[src/rtl/conv_align_pkg.sv]
package conv_align_pkg;

  // Strobes passed from the control half to the settling datapath.
  typedef struct packed {
    logic hold;     // qualified hold, rising-edge domain
    logic coreRst;  // hold retimed onto the falling edge
    logic armed;    // a qualified hold has been seen since reset
  } ctrl_strobe_t;

endpackage

[src/rtl/conv_align_sync.sv]
module conv_align_sync #(
  parameter int STAGES    = 2,
  parameter bit RESET_VAL = 1'b1
) (
  input  logic clk,
  input  logic rstN,
  input  logic din,
  output logic dout
);

  logic [STAGES-1:0] chain;

  generate
    if (STAGES == 1) begin : g_single
      always_ff @(posedge clk or negedge rstN) begin
        if (!rstN) chain <= RESET_VAL;
        else       chain <= din;
      end
    end else begin : g_multi
      always_ff @(posedge clk or negedge rstN) begin
        if (!rstN) chain <= {STAGES{RESET_VAL}};
        else       chain <= {chain[STAGES-2:0], din};
      end
    end
  endgenerate

  assign dout = chain[STAGES-1];

endmodule

[src/rtl/conv_align_ctrl.sv]
module conv_align_ctrl
  import conv_align_pkg::*;
#(
  parameter int MIN_LOW = 4
) (
  input  logic         clk,
  input  logic         rstN,
  input  logic         syncdN,
  output ctrl_strobe_t strobe
);

  localparam int CW = $clog2(MIN_LOW + 1);
  localparam logic [CW-1:0] LastCnt = CW'(MIN_LOW - 1);

  logic [CW-1:0] lowCnt;
  logic          holdQ;
  logic          armedQ;
  logic          coreRstQ;

  // Width qualification on the synchronized request.
  always_ff @(posedge clk or negedge rstN) begin
    if (!rstN) begin
      lowCnt <= '0;
      holdQ  <= 1'b0;
      armedQ <= 1'b0;
    end else if (syncdN) begin
      lowCnt <= '0;
      holdQ  <= 1'b0;
    end else if (!holdQ) begin
      if (lowCnt == LastCnt) begin
        holdQ  <= 1'b1;
        armedQ <= 1'b1;
      end else begin
        lowCnt <= lowCnt + 1'b1;
      end
    end
  end

  // Entry and release of the core reset land on the falling clock edge.
  always_ff @(negedge clk or negedge rstN) begin
    if (!rstN) coreRstQ <= 1'b0;
    else       coreRstQ <= holdQ;
  end

  assign strobe = '{hold: holdQ, coreRst: coreRstQ, armed: armedQ};

  // Independent run-length observer for the width check.
  logic [CW-1:0] runLow;
  always_ff @(posedge clk or negedge rstN) begin
    if (!rstN)                       runLow <= '0;
    else if (syncdN)                 runLow <= '0;
    else if (runLow != CW'(MIN_LOW)) runLow <= runLow + 1'b1;
  end

  // a hold only appears after MIN_LOW consecutive low samples
  a_r2_min_width: assert property (@(posedge clk) disable iff (!rstN)
    $rose(holdQ) |-> (runLow >= CW'(MIN_LOW)));

  // once held, the hold persists while the request stays low
  a_r4_hold_while_low: assert property (@(posedge clk) disable iff (!rstN)
    (holdQ && !syncdN) |=> holdQ);

  // the core reset is released only once the request is seen high
  a_r5_release_high: assert property (@(negedge clk) disable iff (!rstN)
    $fell(coreRstQ) |-> syncdN);

endmodule

[src/rtl/conv_align_settle.sv]
module conv_align_settle
  import conv_align_pkg::*;
#(
  parameter int SETTLE_TICKS = 4
) (
  input  logic         clk,
  input  logic         rstN,
  input  ctrl_strobe_t strobe,
  input  logic         startMode,
  input  logic         rateTick,
  output logic         sampleEn,
  output logic         rdyN
);

  localparam int CW = $clog2(SETTLE_TICKS + 1);
  localparam logic [CW-1:0] LastTick = CW'(SETTLE_TICKS - 1);

  logic [CW-1:0] tickCnt;
  logic          settledQ;
  logic          active;

  assign active = !strobe.coreRst &&
                  (!startMode || (strobe.armed && !settledQ));

  always_ff @(posedge clk or negedge rstN) begin
    if (!rstN) begin
      tickCnt  <= '0;
      settledQ <= 1'b0;
    end else if (strobe.hold) begin
      tickCnt  <= '0;
      settledQ <= 1'b0;
    end else if (active && rateTick && !settledQ) begin
      if (tickCnt == LastTick) begin
        settledQ <= 1'b1;
        tickCnt  <= '0;
      end else begin
        tickCnt <= tickCnt + 1'b1;
      end
    end
  end

  assign sampleEn = active;
  assign rdyN     = strobe.coreRst | !settledQ;

  // a held core neither samples nor reports ready
  a_r6_reset_quiet: assert property (@(posedge clk) disable iff (!rstN)
    strobe.coreRst |-> (rdyN && !sampleEn));

  // ready only falls right after a sampled rate tick
  a_r7_fall_on_tick: assert property (@(posedge clk) disable iff (!rstN)
    $fell(rdyN) |-> $past(rateTick));

  // in launch mode a finished conversion stops sampling
  a_r8_single_launch: assert property (@(posedge clk) disable iff (!rstN)
    (startMode && !rdyN) |-> !sampleEn);

endmodule

[src/rtl/conv_align_top.sv]
module conv_align_top
  import conv_align_pkg::*;
#(
  parameter int SYNC_STAGES  = 2,
  parameter int MIN_LOW      = 4,
  parameter int SETTLE_TICKS = 4
) (
  input  logic clk,
  input  logic rstN,
  input  logic alignN,
  input  logic startMode,
  input  logic rateTick,
  output logic coreRst,
  output logic sampleEn,
  output logic rdyN
);

  logic         syncdN;
  ctrl_strobe_t strobe;

  conv_align_sync #(.STAGES(SYNC_STAGES), .RESET_VAL(1'b1)) u_sync (
    .clk  (clk),
    .rstN (rstN),
    .din  (alignN),
    .dout (syncdN)
  );

  conv_align_ctrl #(.MIN_LOW(MIN_LOW)) u_ctrl (
    .clk    (clk),
    .rstN   (rstN),
    .syncdN (syncdN),
    .strobe (strobe)
  );

  conv_align_settle #(.SETTLE_TICKS(SETTLE_TICKS)) u_settle (
    .clk       (clk),
    .rstN      (rstN),
    .strobe    (strobe),
    .startMode (startMode),
    .rateTick  (rateTick),
    .sampleEn  (sampleEn),
    .rdyN      (rdyN)
  );

  assign coreRst = strobe.coreRst;

endmodule

[config.mk]
export PLATFORM = sky130hd
export DESIGN_NAME = conv_align_top
export DESIGN_NICKNAME = d
export VERILOG_FILES = /design/src/rtl/conv_align_pkg.sv /design/src/rtl/conv_align_sync.sv /design/src/rtl/conv_align_ctrl.sv /design/src/rtl/conv_align_settle.sv /design/src/rtl/conv_align_top.sv
export SDC_FILE = /design/constraint.sdc
export NUM_CORES = 1
export LEC_CHECK = 0
export BUFFER_PORTS_ARGS = -buffer_cell sky130_fd_sc_hd__buf_4
export CAP_MARGIN = 20
export CORE_AREA = 2 2 39 41
export CTS_CLUSTER_DIAMETER = 150
export CTS_CLUSTER_SIZE = 20
export DETAILED_ROUTE_END_ITERATION = 7
export DIE_AREA = 0 0 41 43
export HOLD_SLACK_MARGIN = 0.08
export SKIP_LAST_GASP = 1
export SLEW_MARGIN = 20
export SYNTH_ARGS = -nofsm -noshare
export SYNTH_HDL_FRONTEND = slang
export SYNTH_SLANG_ARGS = --single-unit
[constraint.sdc]
create_clock -name clk -period 1.3 [get_ports clk]
set_input_delay 0 -clock clk [delete_from_list [all_inputs] [get_ports clk]]
set_output_delay 0 -clock clk [all_outputs]
set_load 0.01 [all_outputs]
Word-level counts from Yosys, hierarchy flattened --
Cells that the tools add are included.
Storage, ports and cells: flip-flop bits (word level) 12, bits in latches 0, bits in writable memories 0, ROM bits 0, output and inout bits 3, memories 0
Cells by class: add/sub/neg operators 2, $mul 0, div/mod/pow operators 0, order comparisons 0, equal/unequal tests 4, shift-type cells 0, muxes and demuxes 12, bitwise operators 3, reduce and logical (&&, ||, !) cells 13
Operator list (number):
- 3-bit 2-to-1 mux | 6
- 3-bit by 1-bit adder with 3-bit output, second input constant | 2
- 3-bit by 2-bit == test with 1-bit output, second input constant | 2
- 1-bit 2-to-1 mux | 6
- 1-bit logical AND | 4
- 2-bit inequality test, second input constant | 2
- 2-bit AND reduction | 2
- 2-bit nonzero test | 2
- 1-bit zero test | 3
- 3-bit AND reduction | 1
- 1-bit inverter | 2
- 1-bit logical OR | 1
- 1-bit bitwise OR | 1

Longest topological paths before layout --
Gate-level depths: netlist (run 1).
depth in word-level cells 8, gate-level depth with buffers 5

Hierarchy --
Synthesis (run 1) repeated with hierarchy kept, for this count alone.
Second synthesis, totals: cells, all modules 50, area total of the unflattened synthesis 566.8 um^2
By module, submodules not included:
- conv_align_ctrl | times used 1, cells an instance 24, area each 272.8 um^2, sequential area each 150.1 um^2
- conv_align_settle | times used 1, cells an instance 24, area each 241.5 um^2, sequential area each 100.1 um^2
- conv_align_sync | times used 1, cells an instance 2, area each 52.6 um^2, sequential area each 52.6 um^2

==> metrics.txt, run 1 <==
CTS root buf=clkbuf_4; Post-DRT Antenna Nets=0; fraction of layout cells with a size suffix above 1=0.435; Worst Setup End Kind=primary output; flops & latches, synth=12; DRT Pass-1 Iters=2; Avg Cell Area, Syn=11.7 um2; DR vias/cell=4.69; failing checks=negative setup slack; dominant cell type by area after synthesis=dfrtp_1; Diodes inserted=0; Seq/Total Area, Yosys=0.573; Max-Cap Viols=0; global-route wire length before repair=1680 um; crit path launch type=register; Clock power frac=0.143; fraction of registers with async set/reset=1.00; Site Rows=14; Crit path required time=approximately 1.3 ns; Area contributors post-synth=dfrtp_1, dfstp_2, ha_1; final hold slack=roughly 0.10 ns; Switching Fraction=0.344; final worst slack=-0.463 ns; die span in y=43 um; die area=around 0.0018 mm2; Synth top area share=0.427; CTS sink cnt=12; setup slack at placement=-0.310 ns; max-slew violations=0; Setup CP Type=reg2out; Port Buffer Count=7; status=finished, violations left; Top Ports=8; number of global-route vias before repair=399; YS warnings=0; crit path max fanout=3; R2R Setup Slk=-0.46 ns; initial core utilization=0.382; type of the worst min-delay path=in2async; CTS Buffer Depth=2; post-DP HPWL=663 um; initial antenna violation count=0; Synthesized Nets=53; # fillers=129; Flop pwr share=0.370; Final Hold Fails=0; skew final=0.00925 ns; clock slew at reported path FFs=0.08 ns; dpl cells=75; Switch Pwr=0.000584 W; Mapped Cells=between 40 and 50; Post-Syn Area=528 um2; DRC errors left=0; cts bufs inserted=3; EDFF count, synth=0; CORE AREA=0.00138 mm2; CTS tree=built; RSZ-0062 raised after global routing=true; RePlAce Congestion=a little under 0.7; DRT Wirelength=1140 um; top_reg_cell synth=dfrtp_1; Slew headroom=0.779; most frequent cell after synthesis=dfrtp_1; crit path DAT=1.76 ns; Vias=~400; WL/cell=13.4 um; Area growth syn-to-layout=50.9%; Pwr Total=0.00170 W; commonest cells in the netlist=dfrtp_1, nand2_1, inv_1, nor2_1; largest net degree at the start of global routing=13; fin cells=85; Int Pwr=between 0.001 and 0.0015 W; Unique masters post-synth=19; worst skew pair latency=0.27 ns; worst vdd ir=1.16 mV; initial DRC count=10; Final setup viols=7; nets=78; H-Tree Level Count=1; GRT Util Overall=0.152; power density over cell area=2130 mW/mm2; die width=just over 40 um; Logic pwr share=0.487; GRT overflow=0; leakage power=0.373 nW; Worst Tran Pin Value=0.330 ns
-- power by group through the flow --
stage / registers [W] / logic, W / clock network (W)
floorplan: 0.000612 / 0.000368 / 0
global placement: 0.000622 / 0.000602 / 0
detailed placement: 0.000622 / 0.000617 / 0
CTS: 0.000614 / 0.000705 / 0.000254
global route: 0.000645 / 0.000918 / 0.000269
finish: 0.000629 / 0.000827 / 0.000243
-- cell type report --
class,count,area (um2),area share
inverter,4,15.0,0.0188
timing repair buffer,20,184,0.231
clock buffer,4,26.3,0.0330
sequential,12,303,0.380
tap,16,20.0,0.0251
multi-input combinational,29,249,0.312
-- cell families after synthesis --
| group | after synthesis | synth area share |
|---|---|---|
| compound gates | 8 | 0.0948 |
| buf+inv | 4 | 0.0284 |
| fa+ha+maj | 3 | 0.0711 |
| mux | 2 | 0.0379 |
| xor+xnor | 1 | 0.0166 |
| simple gates | 15 | 0.178 |
| flops | 12 | 0.573 |
-- critical path, cell delays in order, from the launching register on --
cell and delay [ns]:
dfrtn_1 0.36, buf_6 0.13, a21oi_4 0.14, buf_6 0.11, buf_6 0.09
-- final timing paths --
| kind | start | endpoint | cells after the start |
|---|---|---|---|
| max | u_ctrl.coreRstQ | sampleEn | 4 |
| min | rstN | u_settle.settledQ | 2 |
| max reg2reg | u_ctrl.coreRstQ | u_settle.tickCnt[0] | 3 |
| min reg2reg | u_sync.chain[0] | u_sync.chain[1] | 0 |
| max in group asynchronous | rstN | u_ctrl.coreRstQ | 2 |
| min in group clk | rateTick | u_settle.tickCnt[1] | 3 |
-- sequential cells by signal, indices dropped and copies added, names as in the netlist --
register	cells
u_settle.settledQ	1
u_ctrl.holdQ	1
u_ctrl.lowCnt	3
u_sync.chain	2
u_ctrl.coreRstQ	1
u_settle.tickCnt	3
u_ctrl.armedQ	1
-- per-stage QoR --
| step | instance area [um2] | util | TNS (ns) |
|---|---|---|---|
| after floorplan | 528 | - | -1.23 |
| after global placement | 653 | 0.472 | -1.52 |
| after detailed placement | 653 | 0.472 | -1.52 |
| after CTS | 752 | 0.543 | -2.62 |
| after global routing | 797 | 0.576 | -3.05 |
| final | 797 | 0.576 | -2.76 |
-- repair_timing --
item,in CTS,in global routing
endpoints found under the setup margin,8,12
pin swaps,0,3
hold buffers,3,0
hold endpoints to repair,13,0
resized for setup,6,9
buffers inserted,2,1
-- routing by layer --
metal  vias up  track usage  share of wire
li1        200            -              -
met1       191        0.175           0.43
met2         6        0.238           0.54
met3         2       0.0314          0.026
met4         0        0.100         0.0079
met5         -            0              0
-- cells in the final DEF (no fill, tap or decap), types with 2 or more instances in the layout --
cell type,netlist,routed
buf_4,0,10
dfrtp_1,9,9
buf_6,0,7
nand2_1,5,5
inv_1,4,4
nor2_1,4,4
clkbuf_4,0,3
dlygate4sd3_1,0,3
a21oi_1,3,2
mux2i_1,2,2
dfstp_2,2,2
Note: power is estimated with default switching activity, not from simulation.
==> inputs of run 2 (changes only) <==
--- a/config.mk
+++ b/config.mk
@@ -5,6 +5,7 @@
 export SDC_FILE = /design/constraint.sdc
 export NUM_CORES = 1
 export LEC_CHECK = 0
+export ABC_AREA = 1
 export BUFFER_PORTS_ARGS = -buffer_cell sky130_fd_sc_hd__buf_4
 export CAP_MARGIN = 20
 export CORE_AREA = 2 2 39 41
==> run 2 against run 1 <==
  * The flow still finishes with violations (negative setup slack)
  * Critical path type unchanged
  * Core utilization down 4.0 points
  * Clock skew up 0.00059 ns
  * Total power down 13%
  * Routed wire length down 20%
  * Largest cell class unchanged
==> metrics.txt, run 2 <==
Diodes inserted=0 (unchanged); GRT Util Overall=0.123 (-0.0284); Avg Cell Area, Syn=10.3 um2 (-12%); clock slew at reported path FFs=0.08 ns (about the same); YS warnings=0 (unchanged); post-DP HPWL=638 um (-3.7%); die span in y=43 um (unchanged); postcts setup bufs=0 (-2); top_reg_cell synth=dfrtp_1; Slew headroom=0.865 (+0.0861); H-Tree Level Count=1 (unchanged); met2 Usage GRT=0.184 (-0.0531); Post-Syn Area=546 um2 (+3.3%); Area growth syn-to-layout=36.0%; Vias=406 (+1.8%); Cell Area, Placed=633 um2 (-3.1%); die area=0.00176 mm2 (unchanged); WL/cell=10.6 um (-21%); Seq/Total Area, Yosys=0.555 (-0.0184); number of global-route vias before repair=361 (-9.5%); status=finished, violations left; DRT Pass-1 Iters=4 (+2); Post-DRT Antenna Nets=0 (unchanged); type of the worst min-delay path=in2async; Reg2Reg Depth=5 (+2); worst vdd ir=0.777 mV (-33%); Post-Synth XOR/XNOR Area=0 (-0.0166); largest net degree at the start of global routing=13 (unchanged); initial DRC count=4 (-6); EDFF count, synth=0 (unchanged); CTS tree=built; multiplexer share of the synthesized area=0 (-0.0379); Max-Cap Viols=0 (unchanged); power density over cell area=2000 mW/mm2 (-6.3%); R2R Setup Slk=-0.21 ns (+0.25 ns); Area contributors post-synth=dfrtp_1, dfstp_2, ha_1; Pwr Total=0.00148 W (-13%); failing checks=negative setup slack; fraction of registers with async set/reset=1.00 (unchanged); busiest layer in global routing=met2; CTS Buffer Depth=2 (unchanged); Mapped Cells=53 (+18%); most common cell after layout, fill and taps aside=dfrtp_1; crit path launch type=register; dominant cell type by area after synthesis=dfrtp_1; skew final=0.00983 ns (+0.000586 ns); Synth top area share=0.413 (-0.0137); Worst Tran Pin Value=0.202 ns (-0.128 ns); Synth Area in Adders=0.0688 (-0.00228); fin cells=86 (+1.2%); GR Util met1=0.159 (-0.0163); initial core utilization=0.394 (+0.0127); commonest cells in the netlist=dfrtp_1, nand2_1, inv_1, a21oi_1, nor2_1; fraction of layout cells with a size suffix above 1=0.429 (-0.00621); Setup CP Type=reg2out; worst skew pair latency=0.27 ns (about the same); met3 usage=0.0471 (+0.0157); cts bufs inserted=3 (unchanged); Synthesized Nets=61 (+15%); CTS sink cnt=12 (unchanged); Largest regs=u_ctrl.lowCnt x3, u_settle.tickCnt x3, u_sync.chain x2; Final Hold Fails=0 (unchanged); global-route wire length before repair=1470 um (-13%); largest family of logic cells by synthesized area=simple AND/OR/NAND/NOR gates; Worst Setup End Kind=primary output; Post-Synth Simple-Gate Area=0.241 (+0.0631); Crit path required time=1.30 ns (about the same); crit path max fanout=2 (-1); RSZ-0062 raised after global routing=true; dpl cells=78 (+4.0%); Final setup viols=7 (unchanged); Top Ports=8 (unchanged); CTS root buf=clkbuf_4; Port Buffer Count=7 (unchanged); flops & latches, synth=12 (unchanged); RePlAce Congestion=0.691 (+0.60%); Site Rows=14 (unchanged); Final Cell Area=742 um2 (-6.9%); DR vias/cell=4.72 (+0.57%); nets=79 (+1.3%); DRT Wirelength=909 um (-20%); final worst slack=-0.325 ns (+0.138 ns); CORE AREA=0.00138 mm2 (unchanged); leakage power=0.365 nW (-2.3%); DRC errors left=0 (unchanged); initial antenna violation count=0 (unchanged); Compound-Gate Fraction of Synth Area=0.0803 (-0.0145); die width=41 um (unchanged); max-slew violations=0 (unchanged); crit path DAT=1.62 ns (-0.14 ns); Unique masters post-synth=19 (unchanged); commonest cells after routing, fill and taps aside=dfrtp_1, nand2_1, buf_4, inv_1, dlygate4sd3_1; GRT overflow=0 (unchanged)
run 2: cell types whose count changed after synthesis, moves of 2 or more:
cell      before  now
inv_1          4    6
inv_2          0    2
mux2i_1        2    0
nand2_1        5    9
nand2_4        0    2
nand2b_1       2    0
nand3_1        0    3
o21ai_0        2    0
run 2: routing by layer:
metal	vias to the layer above	wire length (um)
li1	204	-
met1	190	407
met2	10	447
met3	2	49
met4	0	5
met5	-	0
run 2: worst max-delay path: stages, from the launching register on:
cell	delay [ns]
dfrtn_1	0.44
buf_6	0.11
a21oi_2	0.02
buf_4	0.13
run 2: layout make-up:
type	instances	area, um2
clock buffer	4	36.3
fill	113	642
inverter	8	30.0
multi-input combinational	33	238
sequential	12	303
tap	16	20.0
timing repair buffer	13	115
run 2: where the power goes:
group,leakage [nW],internal [W],switching [W]
logic,0.195,0.000293,0.000328
registers,0.149,0.000491,0.0000772
clock network,0.0210,0.000170,0.000123
run 2: final timing paths:
kind | start | end
max | u_ctrl.coreRstQ | sampleEn
min in group clk | u_sync.chain[0] | u_sync.chain[1]
max reg2reg | u_ctrl.coreRstQ | u_settle.tickCnt[0]
min | rstN | u_ctrl.holdQ
max in group asynchronous | rstN | u_ctrl.coreRstQ
min reg2reg | u_sync.chain[0] | u_sync.chain[1]
run 2: timing repair:
| action | in CTS | in global routing |
|---|---|---|
| setup endpoints to repair | 7 | 9 |
| hold buffers | 4 | 0 |
| endpoints found under the hold margin | 13 | 0 |
| pin swaps | 2 | 1 |
| resized for setup | 5 | 3 |
run 2: cells by family after synthesis:
| group | Yosys count |
|---|---|
| flip-flops | 12 |
| buffers and inverters | 8 |
| AO/OA/AOI/OAI | 7 |
| adder cells (fa/ha/maj) | 3 |
| AND/OR/NAND/NOR | 23 |
run 2: per-stage QoR:
stage / utilization / setup WS, ns / hold slack [ns] / setup TNS (ns)
CTS: 0.524 / -0.328 / 0.104 / -1.57
global placement: 0.458 / -0.159 / -0.149 / -0.565
floorplan: - / -0.214 / -0.296 / -0.729
detailed placement: 0.458 / -0.168 / -0.151 / -0.606
finish: 0.536 / -0.325 / 0.106 / -1.56
global route: 0.536 / -0.390 / 0.128 / -1.94
